## src/rtl/irq_arb_pkg.sv

```systemverilog
package irq_arb_pkg;
    localparam int LVL_W = 3;

    typedef logic [LVL_W-1:0] lvl_t;

    typedef enum logic [0:0] {
        GATE_QUIET  = 1'b0,
        GATE_RAISED = 1'b1
    } gate_state_e;
endpackage

```

## src/rtl/irq_mask_reg.sv

```systemverilog
module irq_mask_reg #(
    parameter int N_DEV = 8
) (
    input  logic             clk,
    input  logic             rst_n,
    input  logic             wr_en,
    input  logic [N_DEV-1:0] wr_data,
    output logic [N_DEV-1:0] mask_q
);
    always_ff @(posedge clk or negedge rst_n) begin
        if (!rst_n) begin
            mask_q <= '0;
        end else if (wr_en) begin
            mask_q <= wr_data;
        end
    end


    mask_hold_chk: assert property (@(posedge clk) disable iff (!rst_n)
        !wr_en |=> $stable(mask_q));
endmodule

```

## src/rtl/irq_level_tree.sv

```systemverilog
module irq_level_tree
    import irq_arb_pkg::*;
#(
    parameter int                     N_DEV      = 8,
    parameter logic [N_DEV*LVL_W-1:0] DEV_LEVELS = '0,
    parameter int                     IDX_W      = 3
) (
    input  logic [N_DEV-1:0] req,
    input  logic [N_DEV-1:0] mask,
    output logic             found,
    output logic [IDX_W-1:0] best_idx,
    output lvl_t             best_lvl
);
    lvl_t             dev_lvl  [N_DEV];
    logic [N_DEV-1:0] eligible;

    for (genvar g = 0; g < N_DEV; g++) begin : g_dev
        assign dev_lvl[g]  = DEV_LEVELS[g*LVL_W +: LVL_W];
        assign eligible[g] = req[g] & mask[g];
    end

    // Scan upward; a later device replaces the best only on a strictly
    // higher level, so ties settle on the lowest index.
    always_comb begin
        found    = 1'b0;
        best_idx = '0;
        best_lvl = '0;
        for (int i = 0; i < N_DEV; i++) begin
            if (eligible[i] && (!found || dev_lvl[i] > best_lvl)) begin
                found    = 1'b1;
                best_idx = IDX_W'(i);
                best_lvl = dev_lvl[i];
            end
        end
    end
endmodule

```

## src/rtl/irq_fetch_gate.sv

```systemverilog
module irq_fetch_gate
    import irq_arb_pkg::*;
#(
    parameter int IDX_W = 3
) (
    input  logic             clk,
    input  logic             rst_n,
    input  logic             fetch_stb,
    input  lvl_t             cur_pri,
    input  logic             cand_found,
    input  logic [IDX_W-1:0] cand_idx,
    input  lvl_t             cand_lvl,
    output logic             irq_o,
    output logic [IDX_W-1:0] win_idx_o,
    output lvl_t             win_lvl_o
);
    gate_state_e state_q, state_d;
    logic        beats;

    assign beats = cand_found && (cand_lvl > cur_pri);

    always_comb begin
        state_d = state_q;
        unique case (state_q)
            GATE_QUIET:  if (fetch_stb && beats)  state_d = GATE_RAISED;
            GATE_RAISED: if (fetch_stb && !beats) state_d = GATE_QUIET;
            default:     state_d = GATE_QUIET;
        endcase
    end

    always_ff @(posedge clk or negedge rst_n) begin
        if (!rst_n) state_q <= GATE_QUIET;
        else        state_q <= state_d;
    end

    always_ff @(posedge clk or negedge rst_n) begin
        if (!rst_n) begin
            win_idx_o <= '0;
            win_lvl_o <= '0;
        end else if (fetch_stb) begin
            if (beats) begin
                win_idx_o <= cand_idx;
                win_lvl_o <= cand_lvl;
            end else begin
                win_idx_o <= '0;
                win_lvl_o <= '0;
            end
        end
    end

    assign irq_o = (state_q == GATE_RAISED);


    hold_between_stb_chk: assert property (@(posedge clk) disable iff (!rst_n)
        !fetch_stb |=> ($stable(irq_o) && $stable(win_idx_o) && $stable(win_lvl_o)));


    idle_zero_chk: assert property (@(posedge clk) disable iff (!rst_n)
        !irq_o |-> (win_idx_o == '0 && win_lvl_o == '0));


    top_task_blocks_chk: assert property (@(posedge clk) disable iff (!rst_n)
        (fetch_stb && cur_pri == 3'd7) |=> !irq_o);


    nonzero_level_chk: assert property (@(posedge clk) disable iff (!rst_n)
        irq_o |-> (win_lvl_o != '0));
endmodule

```

## src/rtl/irq_prio_arbiter.sv

```systemverilog
module irq_prio_arbiter
    import irq_arb_pkg::*;
#(
    parameter int                     N_DEV      = 8,
    parameter logic [N_DEV*LVL_W-1:0] DEV_LEVELS = {3'd1, 3'd7, 3'd3, 3'd0,
                                                    3'd7, 3'd5, 3'd5, 3'd2},
    localparam int                    IDX_W      = (N_DEV > 1) ? $clog2(N_DEV) : 1
) (
    input  logic             clk,
    input  logic             rst_n,
    input  logic [N_DEV-1:0] req_i,
    input  logic             mask_we,
    input  logic [N_DEV-1:0] mask_wdata,
    input  logic [2:0]       cur_pri,
    input  logic             fetch_stb,
    output logic             irq_o,
    output logic [IDX_W-1:0] win_idx_o,
    output logic [2:0]       win_lvl_o
);
    logic [N_DEV-1:0] mask_q;
    logic             cand_found;
    logic [IDX_W-1:0] cand_idx;
    lvl_t             cand_lvl;

    irq_mask_reg #(.N_DEV(N_DEV)) u_mask (
        .clk     (clk),
        .rst_n   (rst_n),
        .wr_en   (mask_we),
        .wr_data (mask_wdata),
        .mask_q  (mask_q)
    );

    irq_level_tree #(
        .N_DEV      (N_DEV),
        .DEV_LEVELS (DEV_LEVELS),
        .IDX_W      (IDX_W)
    ) u_tree (
        .req      (req_i),
        .mask     (mask_q),
        .found    (cand_found),
        .best_idx (cand_idx),
        .best_lvl (cand_lvl)
    );

    irq_fetch_gate #(.IDX_W(IDX_W)) u_gate (
        .clk        (clk),
        .rst_n      (rst_n),
        .fetch_stb  (fetch_stb),
        .cur_pri    (cur_pri),
        .cand_found (cand_found),
        .cand_idx   (cand_idx),
        .cand_lvl   (cand_lvl),
        .irq_o      (irq_o),
        .win_idx_o  (win_idx_o),
        .win_lvl_o  (win_lvl_o)
    );


    masked_none_chk: assert property (@(posedge clk) disable iff (!rst_n)
        (fetch_stb && mask_q == '0) |=> !irq_o);
endmodule

```

## config.mk

```make
export PLATFORM = sky130hd
export DESIGN_NAME = irq_prio_arbiter
export DESIGN_NICKNAME = d
export VERILOG_FILES = /design/src/rtl/irq_arb_pkg.sv /design/src/rtl/irq_mask_reg.sv /design/src/rtl/irq_level_tree.sv /design/src/rtl/irq_fetch_gate.sv /design/src/rtl/irq_prio_arbiter.sv
export SDC_FILE = /design/constraint.sdc
export NUM_CORES = 1
export LEC_CHECK = 0
export BUFFER_PORTS_ARGS = -buffer_cell sky130_fd_sc_hd__buf_2
export CAP_MARGIN = 25
export CORE_MARGIN = 1.5
export CORE_UTILIZATION = 47
export CTS_CLUSTER_DIAMETER = 150
export CTS_CLUSTER_SIZE = 30
export DETAILED_ROUTE_END_ITERATION = 10
export PLACE_DENSITY = 0.76
export SKIP_LAST_GASP = 1
export SLEW_MARGIN = 20
export SYNTH_ARGS = -nofsm -noshare
export SYNTH_HDL_FRONTEND = slang
export SYNTH_SLANG_ARGS = --single-unit
```

## constraint.sdc

```tcl
create_clock -name clk -period 3 [get_ports clk]
set_clock_uncertainty 0.2 [all_clocks]
set_input_delay 0.45 -clock clk [delete_from_list [all_inputs] [get_ports clk]]
set_output_delay 0.45 -clock clk [all_outputs]
set_load 0.1 [all_outputs]
```

* Word-level counts from Yosys, hierarchy flattened
Index checks and enable logic that the tools add are counted.
** Word-level totals
- Bits in registers :: 15
- Output and inout bits :: 7
** Operators by class
- Order comparisons :: 8
- Mux-type cells :: 28
- Bitwise operators :: 9
- Reduce and logical (&&, ||, !) cells :: 25
** Operators with widths (count)
- two-way mux 3 bit :: 13
- > comparator 3 bit (first input constant) :: 4
- two-way mux 1 bit :: 11
- logical AND 1 bit :: 10
- AND 1 bit :: 8
- zero test 1 bit :: 8
- logical OR 1 bit :: 7
- > comparator 1 x 3 -> 1 bit (first input constant) :: 2
- two-way mux 2 bit :: 3
- > comparator 2 x 3 -> 1 bit (first input constant) :: 1
- > comparator 3 bit :: 1
- one-hot mux 1 bit (2 select lines) :: 1
- NOT 1 bit :: 1

* Logic depth before layout (Yosys ltp)
Gate-level depths: netlist (run 1).
- Depth after elaboration :: 36
- Mapped depth :: 9

* Hierarchy
A second synthesis (run 1) with hierarchy kept.
** Second synthesis, totals
- Cell total of the unflattened synthesis :: 79
- Area, all modules :: 863.3 um^2
** By module, submodules not included
- irq_fetch_gate :: instances 1, cells an instance 37, area an instance 364.1 um^2
- irq_mask_reg :: instances 1, cells an instance 17, area an instance 331.6 um^2
- irq_level_tree :: instances 1, cells an instance 25, area an instance 167.7 um^2

* Worst setup path before layout (run 1)
Ideal clock, no wire load.
- Kind :: input-to-reg
- Start point :: in req_i[3]
- End point :: reg u_gate.win_idx_o[2]
- Arrival time :: 1.929 ns
- Required time :: 2.718 ns
- Path slack :: 0.789 ns
- Cell stages on the path :: 9
- Cell sequence :: a22o_4 > nor2_4 > inv_2 > a311oi_2 > ha_1 > nand3_1 > o31ai_1 > a211o_2 > a22oi_2
** Between the ends
- Word-level cells in the longest chain between the ends :: 22
- Elaborated cells between the ends (all ways) :: 35
- Classes of those cells :: order compare (5); mux (15); bitwise (1); reduce/logical (14)
** RTL lines
- start, declared :: line irq_prio_arbiter.sv:11 : input logic [N_DEV-1:0] req_i,
- AND 1 bit * :: line irq_level_tree.sv:19 : assign eligible[g] = req[g] & mask[g];
- logical AND 1 bit * :: line irq_level_tree.sv:29 : if (eligible[i] && (!found || dev_lvl[i] > best_lvl)) begin
- two-way mux 3 bit / two-way mux 1 bit (equally long branches) :: line irq_level_tree.sv:29
- > comparator 1 x 3 -> 1 bit / zero test 1 bit (equally long branches) :: line irq_level_tree.sv:29
- logical OR 1 bit :: line irq_level_tree.sv:29
- logical AND 1 bit :: line irq_level_tree.sv:29
- two-way mux 3 bit / two-way mux 1 bit (equally long branches) :: line irq_level_tree.sv:29
- > comparator 2 x 3 -> 1 bit / zero test 1 bit (equally long branches) :: line irq_level_tree.sv:29
- [... 6 more ...]
- two-way mux 3 bit / two-way mux 1 bit (equally long branches) :: line irq_level_tree.sv:29
- > comparator 1 x 3 -> 1 bit / zero test 1 bit (equally long branches) :: line irq_level_tree.sv:29
- logical OR 1 bit :: line irq_level_tree.sv:29
- logical AND 1 bit :: line irq_level_tree.sv:29
- two-way mux 3 bit :: line irq_level_tree.sv:29
- > comparator 3 bit :: line irq_fetch_gate.sv:20 : assign beats = cand_found && (cand_lvl > cur_pri);
- logical AND 1 bit :: line irq_fetch_gate.sv:20
- two-way mux 3 bit * :: line irq_fetch_gate.sv:41 : if (beats) begin
- end signal, assigned :: line irq_fetch_gate.sv:42 : win_idx_o <= cand_idx;
- end, declared :: line irq_fetch_gate.sv:14 : output logic [IDX_W-1:0] win_idx_o,
Every way passes the cells marked *; elsewhere a longest branch is shown, timed or not.
A chain may end at the register's enable or synchronous reset.

* Worst setup path in the final report (run 1)
- Start point :: reg u_mask.mask_q[3]
- End point :: reg u_gate.win_idx_o[2]
** Between the ends
- Word-level cells in the longest chain between the ends :: 22
- Elaborated cells between the ends (all ways) :: 35
- Classes of those cells :: order compare (5); mux (15); bitwise (1); reduce/logical (14)
** RTL lines
- start, declared :: line irq_mask_reg.sv:8 : output logic [N_DEV-1:0] mask_q
- start signal, assigned :: line irq_mask_reg.sv:14 : mask_q <= wr_data;
- AND 1 bit * :: line irq_level_tree.sv:19
- logical AND 1 bit * :: line irq_level_tree.sv:29
- two-way mux 3 bit / two-way mux 1 bit (equally long branches) :: line irq_level_tree.sv:29
- > comparator 1 x 3 -> 1 bit / zero test 1 bit (equally long branches) :: line irq_level_tree.sv:29
- logical OR 1 bit :: line irq_level_tree.sv:29
- logical AND 1 bit :: line irq_level_tree.sv:29
- two-way mux 3 bit / two-way mux 1 bit (equally long branches) :: line irq_level_tree.sv:29
- > comparator 2 x 3 -> 1 bit / zero test 1 bit (equally long branches) :: line irq_level_tree.sv:29
- [... 6 more ...]
- two-way mux 3 bit / two-way mux 1 bit (equally long branches) :: line irq_level_tree.sv:29
- > comparator 1 x 3 -> 1 bit / zero test 1 bit (equally long branches) :: line irq_level_tree.sv:29
- logical OR 1 bit :: line irq_level_tree.sv:29
- logical AND 1 bit :: line irq_level_tree.sv:29
- two-way mux 3 bit :: line irq_level_tree.sv:29
- > comparator 3 bit :: line irq_fetch_gate.sv:20
- logical AND 1 bit :: line irq_fetch_gate.sv:20
- two-way mux 3 bit * :: line irq_fetch_gate.sv:41
Marks and branches as above.

==> results of run 1 <==
## synth_stat cells
cell	count
a22o_4	2
a22oi_1	1
and2_1	1
a32o_1	1
nor2_4	1
o31ai_1	1
nand3_1	1
clkbuf_1	1
a22o_2	1
a311oi_1	2
o21ai_0	2
a311oi_2	1
inv_1	5
dfrtp_1	15
a31oi_1	1
a211o_2	1
a21oi_1	1
a221oi_1	1
a31o_2	1
inv_2	1
mux2_2	8
nor2b_1	1
nor4_4	1
a22oi_2	1
ha_1	3
a32oi_1	1
nand2_1	7
o2bb2ai_1	5
## cell usage in the layout, fill, tap and decap left out, drive strengths merged
master       count
dfrtp           15
a31o             1
mux2             8
a22oi            2
dlygate4sd3      1
nand2            7
nor2b            1
a221oi           1
and2             1
inv              6
nor4             1
a32oi            1
buf             29
a211o            1
a21oi            1
nand3            1
a31oi            1
clkbuf           4
o31ai            1
ha               3
o21ai            2
nor2             1
o2bb2ai          5
a32o             1
a22o             3
a311oi           3
## worst max-delay path: cells and delay by family (launching register included)
family                     cells  cell delay [ns]
and+or+nand+nor                2             0.20
AOI/OAI and AO/OA              5             1.08
buffers and inverters          1             0.05
DFF                            1             0.43
adders and majority gates      1             0.29
## metal layers
metal  vias to the layer above  global-route usage [%]
met2                        20                    34.2
met4                         0                    12.9
met3                         2                    4.40
met5                         -                       0
li1                        327                       -
met1                       334                    25.7
## flip-flops by register name, summed over array words and instances (netlist names), named ones only
register	cells
u_gate.win_idx_o	3
u_gate.win_lvl_o	3
u_mask.mask_q	8
## worst max path at each step
stage	startpoint	endpoint	slack, ns	cells past startpoint
2_1_floorplan	req_i[3]	u_gate.win_idx_o[2]	0.79	9
3_3_place_gp	req_i[3]	u_gate.win_idx_o[0]	0.59	10
3_5_place_dp	req_i[3]	u_gate.win_idx_o[2]	0.54	10
4_1_cts	u_mask.mask_q[3]	u_gate.win_idx_o[2]	0.68	9
5_1_grt	u_mask.mask_q[3]	u_gate.win_lvl_o[0]	0.52	9
6_report	u_mask.mask_q[3]	u_gate.win_idx_o[2]	0.67	9
## per-stage QoR
step / power (mW) / std cells / hold WS, ns / util (%)
final: 0.660 / 117 / 0.175 / 64.7
after floorplan: 0.484 / 68 / -0.0456 / -
after global routing: 0.699 / 117 / 0.175 / 64.7
after detailed placement: 0.546 / 112 / 0.172 / 62.4
after CTS: 0.667 / 117 / 0.158 / 64.7
after global placement: 0.541 / 112 / 0.169 / 62.4
## area by class of cell
cell class | count | area, sq um | share of cell area (%)
Sequential cell | 15 | 375 | 36.8
Inverter | 6 | 22.5 | 2.21
Tap cell | 16 | 20.0 | 1.96
Multi-Input combinational cell | 46 | 420 | 41.2
Timing Repair Buffer | 30 | 155 | 15.2
Clock buffer | 4 | 26.3 | 2.58
## logic make-up (layout without fill, tap and decap cells)
group | Yosys count | after routing | synth area share, %
adders and majority gates | 3 | 3 | 4.57
buffers and inverters | 7 | 40 | 3.20
muxes | 8 | 8 | 11.0
DFF | 15 | 15 | 45.7
and+or+nand+nor | 12 | 12 | 9.29
AOI/OAI and AO/OA | 23 | 23 | 26.3
## power by group through the flow
stage,Clock (mW),Combinational [mW],Sequential (mW)
floorplan,0,0.0842,0.400
global placement,0,0.283,0.258
detailed placement,0,0.287,0.259
CTS,0.123,0.289,0.255
global route,0.133,0.307,0.259
finish,0.117,0.289,0.255
==> metrics.txt, run 1 <==
status finished, final reports clean; synth unique cells 28; worst-margin pin slew 0.487 ns; CTS HTree Levels 1; # IOs 30; Yosys top cell area share 45.7%; mapped cell area 822 sq um; CP max FO 7; # hold bufs at CTS 1; Die Wd 44.8 um; synth-to-layout area growth 24.0%; Sw Share 45.8%; max cap viols 0; synthesized instance count 68; flops & latches, synth 15; total wire length 1.74 mm; Setup WS pre-CTS 0.541 ns; CP startpoint kind flip-flop; initial antenna violation count 0; Placer Congestion 0.752; Tcrit/Tclk final 77.7%; Initial Util 52.1%; Via density 5.84; Rel. slew slack 67.7%; Internal Power 358 uW; largest net degree at the start of global routing 16; Crit-path slowest cell dfrtp_1; Inserted Diodes 0; WL/cell 14.9 um; Root Driver clkbuf_4; Final min period 2.33 ns; Max Slew Vio Count 0; CTS sink cnt 15; die area 2010 sq um; DRC Markers 0; deepest clock path buffer count 2; Num CTS Buffers 3; Clock Pin Slew Worst Setup and Hold Paths 0.09 ns; Seq/Total Area, Yosys 45.7%; Hold Vio Cnt, Final 0; Starting DRT DRC Count 18; Crit path largest cell delay 0.43 ns; hold_sp fetch_stb; Worst EP arrival 2.34 ns; Reg2Reg Setup Slack 0.67 ns; CTS tree yes; Min-Delay Path Depth 2; Combinational Power Share 43.7%; first-pass GRT wire length 3.03 mm; critical path class reg -> reg; post-CTS setup buffers 0; Final Instance Area 1020 sq um; CP required 3.01 ns; top post-synthesis cells by area dfrtp_1 (46%), mux2_2 (11%), o2bb2ai_1 (5.3%); GRT Util Overall 21.1%; Placement Rows 14; final setup TNS 0 ns; Die Height 44.8 um; GRT overflow 0; metal3 WL 77 um; Hold Crit Class in -> reg; Reg-to-Reg Start u_mask.mask_q[3]; Critical R2R Capture u_gate.win_idx_o[2]; LEAKAGE 0.489 nW; share of cells above drive strength 1 49.5%; vias in the first global route 703; fmax 429 MHz; Max Used Layer met4; Psw 302 uW; Clk network pwr share 17.6%; Routed Antenna Nets 0; Fill cells 135; cell breakdown of the critical path a22o_4 -> nor2_4 -> inv_2 -> a311oi_2 -> ha_1 -> nand3_1 -> o31ai_1 -> a211o_2 -> a22oi_2; Syn Nets 94; Reg2Reg Depth 9; fin worst setup slack 0.668 ns; Setup violations, final 0; Syn. warnings 0; Synth Area per Inst 12.1 sq um; Worst setup EP type flip-flop; RSZ-0062 raised after global routing no; Via Count 683; post-DP HPWL 1.32 mm; Max IR drop VDD 0.000271 V; met2 WL 876 um; Seq pwr share 38.6%; # port buffers 29; placed cell area 983 sq um; clk_lat worst skew 0.28 ns; Power Dens Cells 648 nW/um^2; Synth area leader dfrtp_1; Met1 Wirelength 777 um; core area 1580 sq um; iteration count of the initial detailed-routing pass 4; Gates resized, CTS repair 0; Layout Nets 128
Power figures use the tool's default switching activity.
==> run 2, diff against run 1 <==
==> constraint.sdc (replaced) <==
create_clock -name clk -period 2.2 [get_ports clk]
set_clock_uncertainty 0.2 [all_clocks]
set_input_delay 0.33 -clock clk [delete_from_list [all_inputs] [get_ports clk]]
set_output_delay 0.33 -clock clk [all_outputs]
set_load 0.1 [all_outputs]
==> run 2 against run 1 <==
Compared with the run above: die area is the same; clock-buffer cell count unchanged; core utilization grew 9.4 points; sequential cell count unchanged; first-iteration DRC count is 33% lower; worst setup slack got worse by 0.74 ns; the flow now finishes with violations (setup timing); sequential share of layout area down 4.7 points; critical endpoint unchanged; critical path depth decreased by 1; via count increased by 8.2%; cell count increased by 15%; global-route usage grew 1.6 points.
==> metrics.txt, run 2 (synthesized netlist as in run 1, its figures left out) <==
status finished with violations; failing checks setup timing; vias in the first global route 778 (+11%); Hold Vio Cnt, Final 0 (unchanged); CTS HTree Levels 1 (unchanged); GRT overflow 0 (unchanged); # IOs 30 (unchanged); core area 1580 sq um (unchanged); fin worst setup slack -0.0721 ns (-0.740 ns); Inserted Diodes 0 (unchanged); die area 2010 sq um (unchanged); Setup violations, final 7 (+7); Initial Util 52.1% (unchanged); Reg2Reg Depth 8 (-1); Max Slew Vio Count 0 (unchanged); cell breakdown of the critical path a22o_2 -> a21oi_1 -> inv_1 -> ha_1 -> nor2b_1 -> o31ai_2 -> a211o_2 -> a22oi_2; Tot Pwr 957 uW (+45%); max cap viols 0 (unchanged); Reg2Reg Setup Slack -0.07 ns (-0.74 ns); total wire length 1.95 mm (+12%); CP max FO 7 (unchanged); Root Driver clkbuf_4; number of flip-flops in the largest register 8 (unchanged); worst-margin pin slew 0.485 ns (-0.00274 ns); clk_lat worst skew 0.28 ns (about the same); DRC Markers 0 (unchanged); commonest non-fill, non-tap cell in the layout buf_2; Largest regs u_mask.mask_q (8), u_gate.win_idx_o (3), u_gate.win_lvl_o (3); CTS tree yes; Seq pwr share 35.9% (-2.7 points); WL/cell 14.5 um (-2.4%); Hold Slack 0.0571 ns (-0.118 ns); first-pass GRT wire length 3.18 mm (+5.0%); Via Count 739 (+8.2%); Power Dens Cells 819 nW/um^2 (+26%); GRT Util Overall 22.7% (+1.6 points); initial antenna violation count 0 (unchanged); Starting DRT DRC Count 12 (-6); Num CTS Buffers 3 (unchanged); fmax 440 MHz (+2.6%); Max IR drop VDD 0.000569 V (+110%); LEAKAGE 0.576 nW (+18%); Internal Power 531 uW (+48%); Sw Share 44.5% (-1.2 points); CP startpoint kind flip-flop; Layout Nets 145 (+13%); # placed instances 126 (+13%); Via density 5.51 (-5.5%); Min-Delay Path Depth 2 (unchanged); Reg-to-Reg Start u_mask.mask_q[5]; RSZ-0062 raised after global routing yes; commonest cells after routing, fill and taps aside buf_2 (29), buf_4 (17), dfrtp_1 (15), mux2_2 (8), nand2_1 (7); Worst setup EP type flip-flop; post-DP HPWL 1.52 mm (+16%); Clk network pwr share 16.3% (-1.3 points); deepest clock path buffer count 2 (unchanged); # port buffers 29 (unchanged); Crit path largest cell delay 0.40 ns (-0.03 ns); Combinational Power Share 47.8% (+4.1 points); Worst EP arrival 2.28 ns (-0.06 ns); final setup TNS -0.331 ns (-0.331 ns); Hold Crit Class in -> reg; Die Height 44.8 um (unchanged); Rel. slew slack 67.9% (+0.18 points); Clock Pin Slew Worst Setup and Hold Paths 0.09 ns (about the same); most flop-heavy register u_mask.mask_q; Tcrit/Tclk final 103% (+26 points); hold_sp fetch_stb; Psw 426 uW (+41%); Placer Congestion 0.798 (+6.0%); largest net degree at the start of global routing 16 (unchanged); synth-to-layout area growth 42.2%; Die Wd 44.8 um (unchanged); Non-Filler Instances 134 (+15%); CP required 2.21 ns (-0.80 ns); Routed Antenna Nets 0 (unchanged); Final min period 2.27 ns (-0.0597 ns); Placement Rows 14 (unchanged); Critical R2R Capture u_gate.win_idx_o[2]; CTS sink cnt 15 (unchanged); Crit-path slowest cell dfrtp_1; critical path class reg -> reg; share of cells above drive strength 1 60.2% (+11 points); iteration count of the initial detailed-routing pass 4 (unchanged)
## run 2: power by group through the flow
stage	Combinational, mW	Sequential, mW	Clock, mW
2_1_floorplan	0.115	0.545	0
3_3_place_gp	0.424	0.347	0
3_5_place_dp	0.434	0.348	0
4_1_cts	0.442	0.343	0.160
5_1_grt	0.484	0.349	0.177
6_report	0.457	0.344	0.156
## run 2: final cells by class
class / count / area (sq um)
clock buffers: 4 / 26.3
fillers: 125 / 408
inverters: 6 / 22.5
multi-input cells: 46 / 442
flip-flops and latches: 15 / 375
well taps: 16 / 20.0
repair buffers: 47 / 283
## run 2: critical path: cells and delay by family, from the launching register on
kind            cells  cell delay, ns
simple gates        1            0.18
fa+ha+maj           1            0.31
buf+inv             1            0.07
flops               1            0.40
compound gates      5            1.05
## run 2: through the flow
step | setup slack [ns] | util (%) | cell area [sq um]
final | -0.0721 | 74.1 | 1170
after global routing | -0.187 | 74.1 | 1170
after CTS | -0.0252 | 72.3 | 1140
after detailed placement | -0.0842 | 69.0 | 1090
after global placement | -0.0529 | 69.0 | 1090
after floorplan | 0.0420 | - | 822
## run 2: how the worst max path moves through the flow
stage                                 from                  end  slack, ns
final                     u_mask.mask_q[5]  u_gate.win_idx_o[2]      -0.07
after floorplan           u_mask.mask_q[3]  u_gate.win_idx_o[2]       0.04
after detailed placement          req_i[3]  u_gate.win_idx_o[2]      -0.08
after CTS                 u_mask.mask_q[3]  u_gate.win_idx_o[2]      -0.03
after global placement            req_i[3]  u_gate.win_idx_o[2]      -0.05
after global routing      u_mask.mask_q[5]  u_gate.win_idx_o[2]      -0.19
## run 2: per-layer routing
metal  part of all wire (%)  wire (um)  GRT usage, %
met3                    4.1         79          6.40
met4                   0.41          8          12.9
met1                     43        829          23.8
met5                      0          0             0
met2                     53       1030          40.3
## run 2: what timing repair did
| action | 4_1_cts | 5_1_grt |
|---|---|---|
| buffers inserted | 2 | 1 |
| hold endpoints to repair | 15 | 0 |
| hold buffers | 1 | 0 |
| gates cloned | 0 | 0 |
| gates resized for setup | 0 | 4 |
| endpoints found under the setup margin | 7 | 7 |
==> run 3, diff against run 2 <==
--- a/config.mk
+++ b/config.mk
@@ -9,6 +9,7 @@
 export CAP_MARGIN = 25
 export CORE_MARGIN = 1.5
 export CORE_UTILIZATION = 47
+export CTS_BUF_LIST = sky130_fd_sc_hd__clkbuf_4 sky130_fd_sc_hd__clkbuf_8 sky130_fd_sc_hd__clkbuf_16
 export CTS_CLUSTER_DIAMETER = 150
 export CTS_CLUSTER_SIZE = 30
 export DETAILED_ROUTE_END_ITERATION = 10
==> run 3 against run 2 <==
Compared with the run above: the flow still finishes with violations (setup timing); die area unchanged; largest cell class unchanged; clock-buffer cell count unchanged; design area is 0.32% higher; first-iteration DRC count decreased by 42%; via count grew 1.1%; register-to-register slack barely moved; hold slack got worse by 0.013 ns; largest power group unchanged.
==> metrics.txt, run 3 (synthesized netlist as in run 1, its figures left out) <==
status finished with violations; failing checks setup timing; Num CTS Buffers 3 (unchanged); CP required 2.21 ns (about the same); Hold Crit Class in -> reg; Tcrit/Tclk final 104% (+0.31 points); final setup TNS -0.351 ns (-0.0205 ns); Starting DRT DRC Count 7 (-5); Power Dens Cells 831 nW/um^2 (+1.5%); # port buffers 29 (unchanged); # IOs 30 (unchanged); post-DP HPWL 1.52 mm (unchanged); clk_lat worst skew 0.29 ns (about the same); GRT Util Overall 22.4% (-0.25 points); Rel. slew slack 67.9% (unchanged); fin worst setup slack -0.0789 ns (-0.00680 ns); Placer Congestion 0.798 (unchanged); initial antenna violation count 0 (unchanged); core area 1580 sq um (unchanged); Max IR drop VDD 0.000596 V (+4.8%); Max Slew Vio Count 0 (unchanged); hold_sp fetch_stb; largest net degree at the start of global routing 16 (unchanged); number of flip-flops in the largest register 8 (unchanged); Final Instance Area 1170 sq um (+0.32%); Routed Antenna Nets 0 (unchanged); Hold Vio Cnt, Final 0 (unchanged); Via density 5.57 (+1.1%); Largest regs u_mask.mask_q (8), u_gate.win_idx_o (3), u_gate.win_lvl_o (3); Tot Pwr 974 uW (+1.8%); Final min period 2.28 ns (+0.00680 ns); Worst EP arrival 2.29 ns (about the same); RSZ-0062 raised after global routing yes; vias in the first global route 772 (-0.77%); Util after Layout 74.4% (+0.24 points); share of cells above drive strength 1 61.0% (+0.85 points); CP startpoint u_mask.mask_q[5]; Clock Pin Slew Worst Setup and Hold Paths 0.09 ns (about the same); Initial Util 52.1% (unchanged); max cap viols 0 (unchanged); Root Driver clkbuf_4; CTS HTree Levels 1 (unchanged); Via Count 747 (+1.1%); Fill cells 124 (-0.80%); WL/cell 14.6 um (+0.36%); Hold Slack 0.0440 ns (-0.0131 ns); commonest cells after routing, fill and taps aside buf_2 (29), buf_4 (17), dfrtp_1 (15), mux2_2 (8), nand2_1 (7); Inserted Diodes 0 (unchanged); Setup violations, final 7 (unchanged); critical path class reg -> reg; Die Height 44.8 um (unchanged); CTS sink cnt 15 (unchanged); fmax 439 MHz (-0.30%); CP startpoint kind flip-flop; synth-to-layout area growth 42.6%; iteration count of the initial detailed-routing pass 4 (unchanged); commonest non-fill, non-tap cell in the layout buf_2; worst-margin pin slew 0.485 ns (unchanged); die area 2010 sq um (unchanged); Placement Rows 14 (unchanged); deepest clock path buffer count 2 (unchanged); Reg-to-Reg Start u_mask.mask_q[5]; most flop-heavy register u_mask.mask_q; GRT overflow 0 (unchanged); DRC Markers 0 (unchanged); Worst setup EP type flip-flop; CP max FO 7 (unchanged); Die Wd 44.8 um (unchanged); CTS tree yes; placed cell area 1090 sq um (unchanged); first-pass GRT wire length 3.17 mm (-0.41%); LEAKAGE 0.580 nW (+0.59%); total wire length 1.95 mm (+0.36%); Layout Nets 145 (unchanged)
[run 3: per-layer routing]
metal	global-route usage, %	vias to the layer above	wire, um
li1	-	361	-
met1	23.8	360	823
met2	40.3	23	1020
met3	5.20	3	83
met4	12.9	0	23
met5	0	-	0
[run 3: final cells by class]
| class | instances | area (sq um) | area share, % |
|---|---|---|---|
| tap | 16 | 20.0 | 1.71 |
| multi-input combinational | 46 | 442 | 37.7 |
| inverter | 6 | 22.5 | 1.92 |
| sequential | 15 | 375 | 32.0 |
| timing repair buffer | 47 | 283 | 24.1 |
| clock buffer | 4 | 30.0 | 2.56 |
[run 3: metrics by stage]
step | setup slack, ns | instances
floorplan | 0.0420 | 68
global placement | -0.0529 | 126
detailed placement | -0.0842 | 126
CTS | -0.0252 | 133
global route | -0.187 | 134
finish | -0.0789 | 134
[run 3: repair_timing]
| item | 4_1_cts | 5_1_grt |
|---|---|---|
| pin swaps | 0 | 0 |
| hold endpoints to repair | 15 | 0 |
| buffers inserted | 2 | 1 |
| endpoints found under the setup margin | 7 | 7 |
| gates resized for setup | 0 | 4 |
| hold buffers | 1 | 0 |
[run 3: final timing paths]
path	endpoint	slack (ns)	cells after the start
setup / recovery	u_gate.win_idx_o[2]	-0.08	8
hold / removal	flip-flop	0.04	2
setup reg to reg	u_gate.win_idx_o[2]	-0.08	8
hold reg to reg	u_gate.win_lvl_o[1]	0.29	1
max in group asynchronous	u_mask.mask_q[1]	1.26	2
min in group asynchronous	u_gate.win_lvl_o[0]	0.28	2
[run 3: critical path: stages, from the launching register on]
cell and delay, ns:
dfrtp_1 0.40, a22o_2 0.25, a21oi_1 0.20, inv_1 0.07
ha_1 0.31, nor2b_1 0.18, o31ai_2 0.08, a211o_2 0.34
a22oi_2 0.17
[run 3: where the power goes]
group	internal, mW	switching [mW]
sequential	0.317	0.0266
combinational	0.143	0.313
clock	0.0828	0.0908
total	0.543	0.431
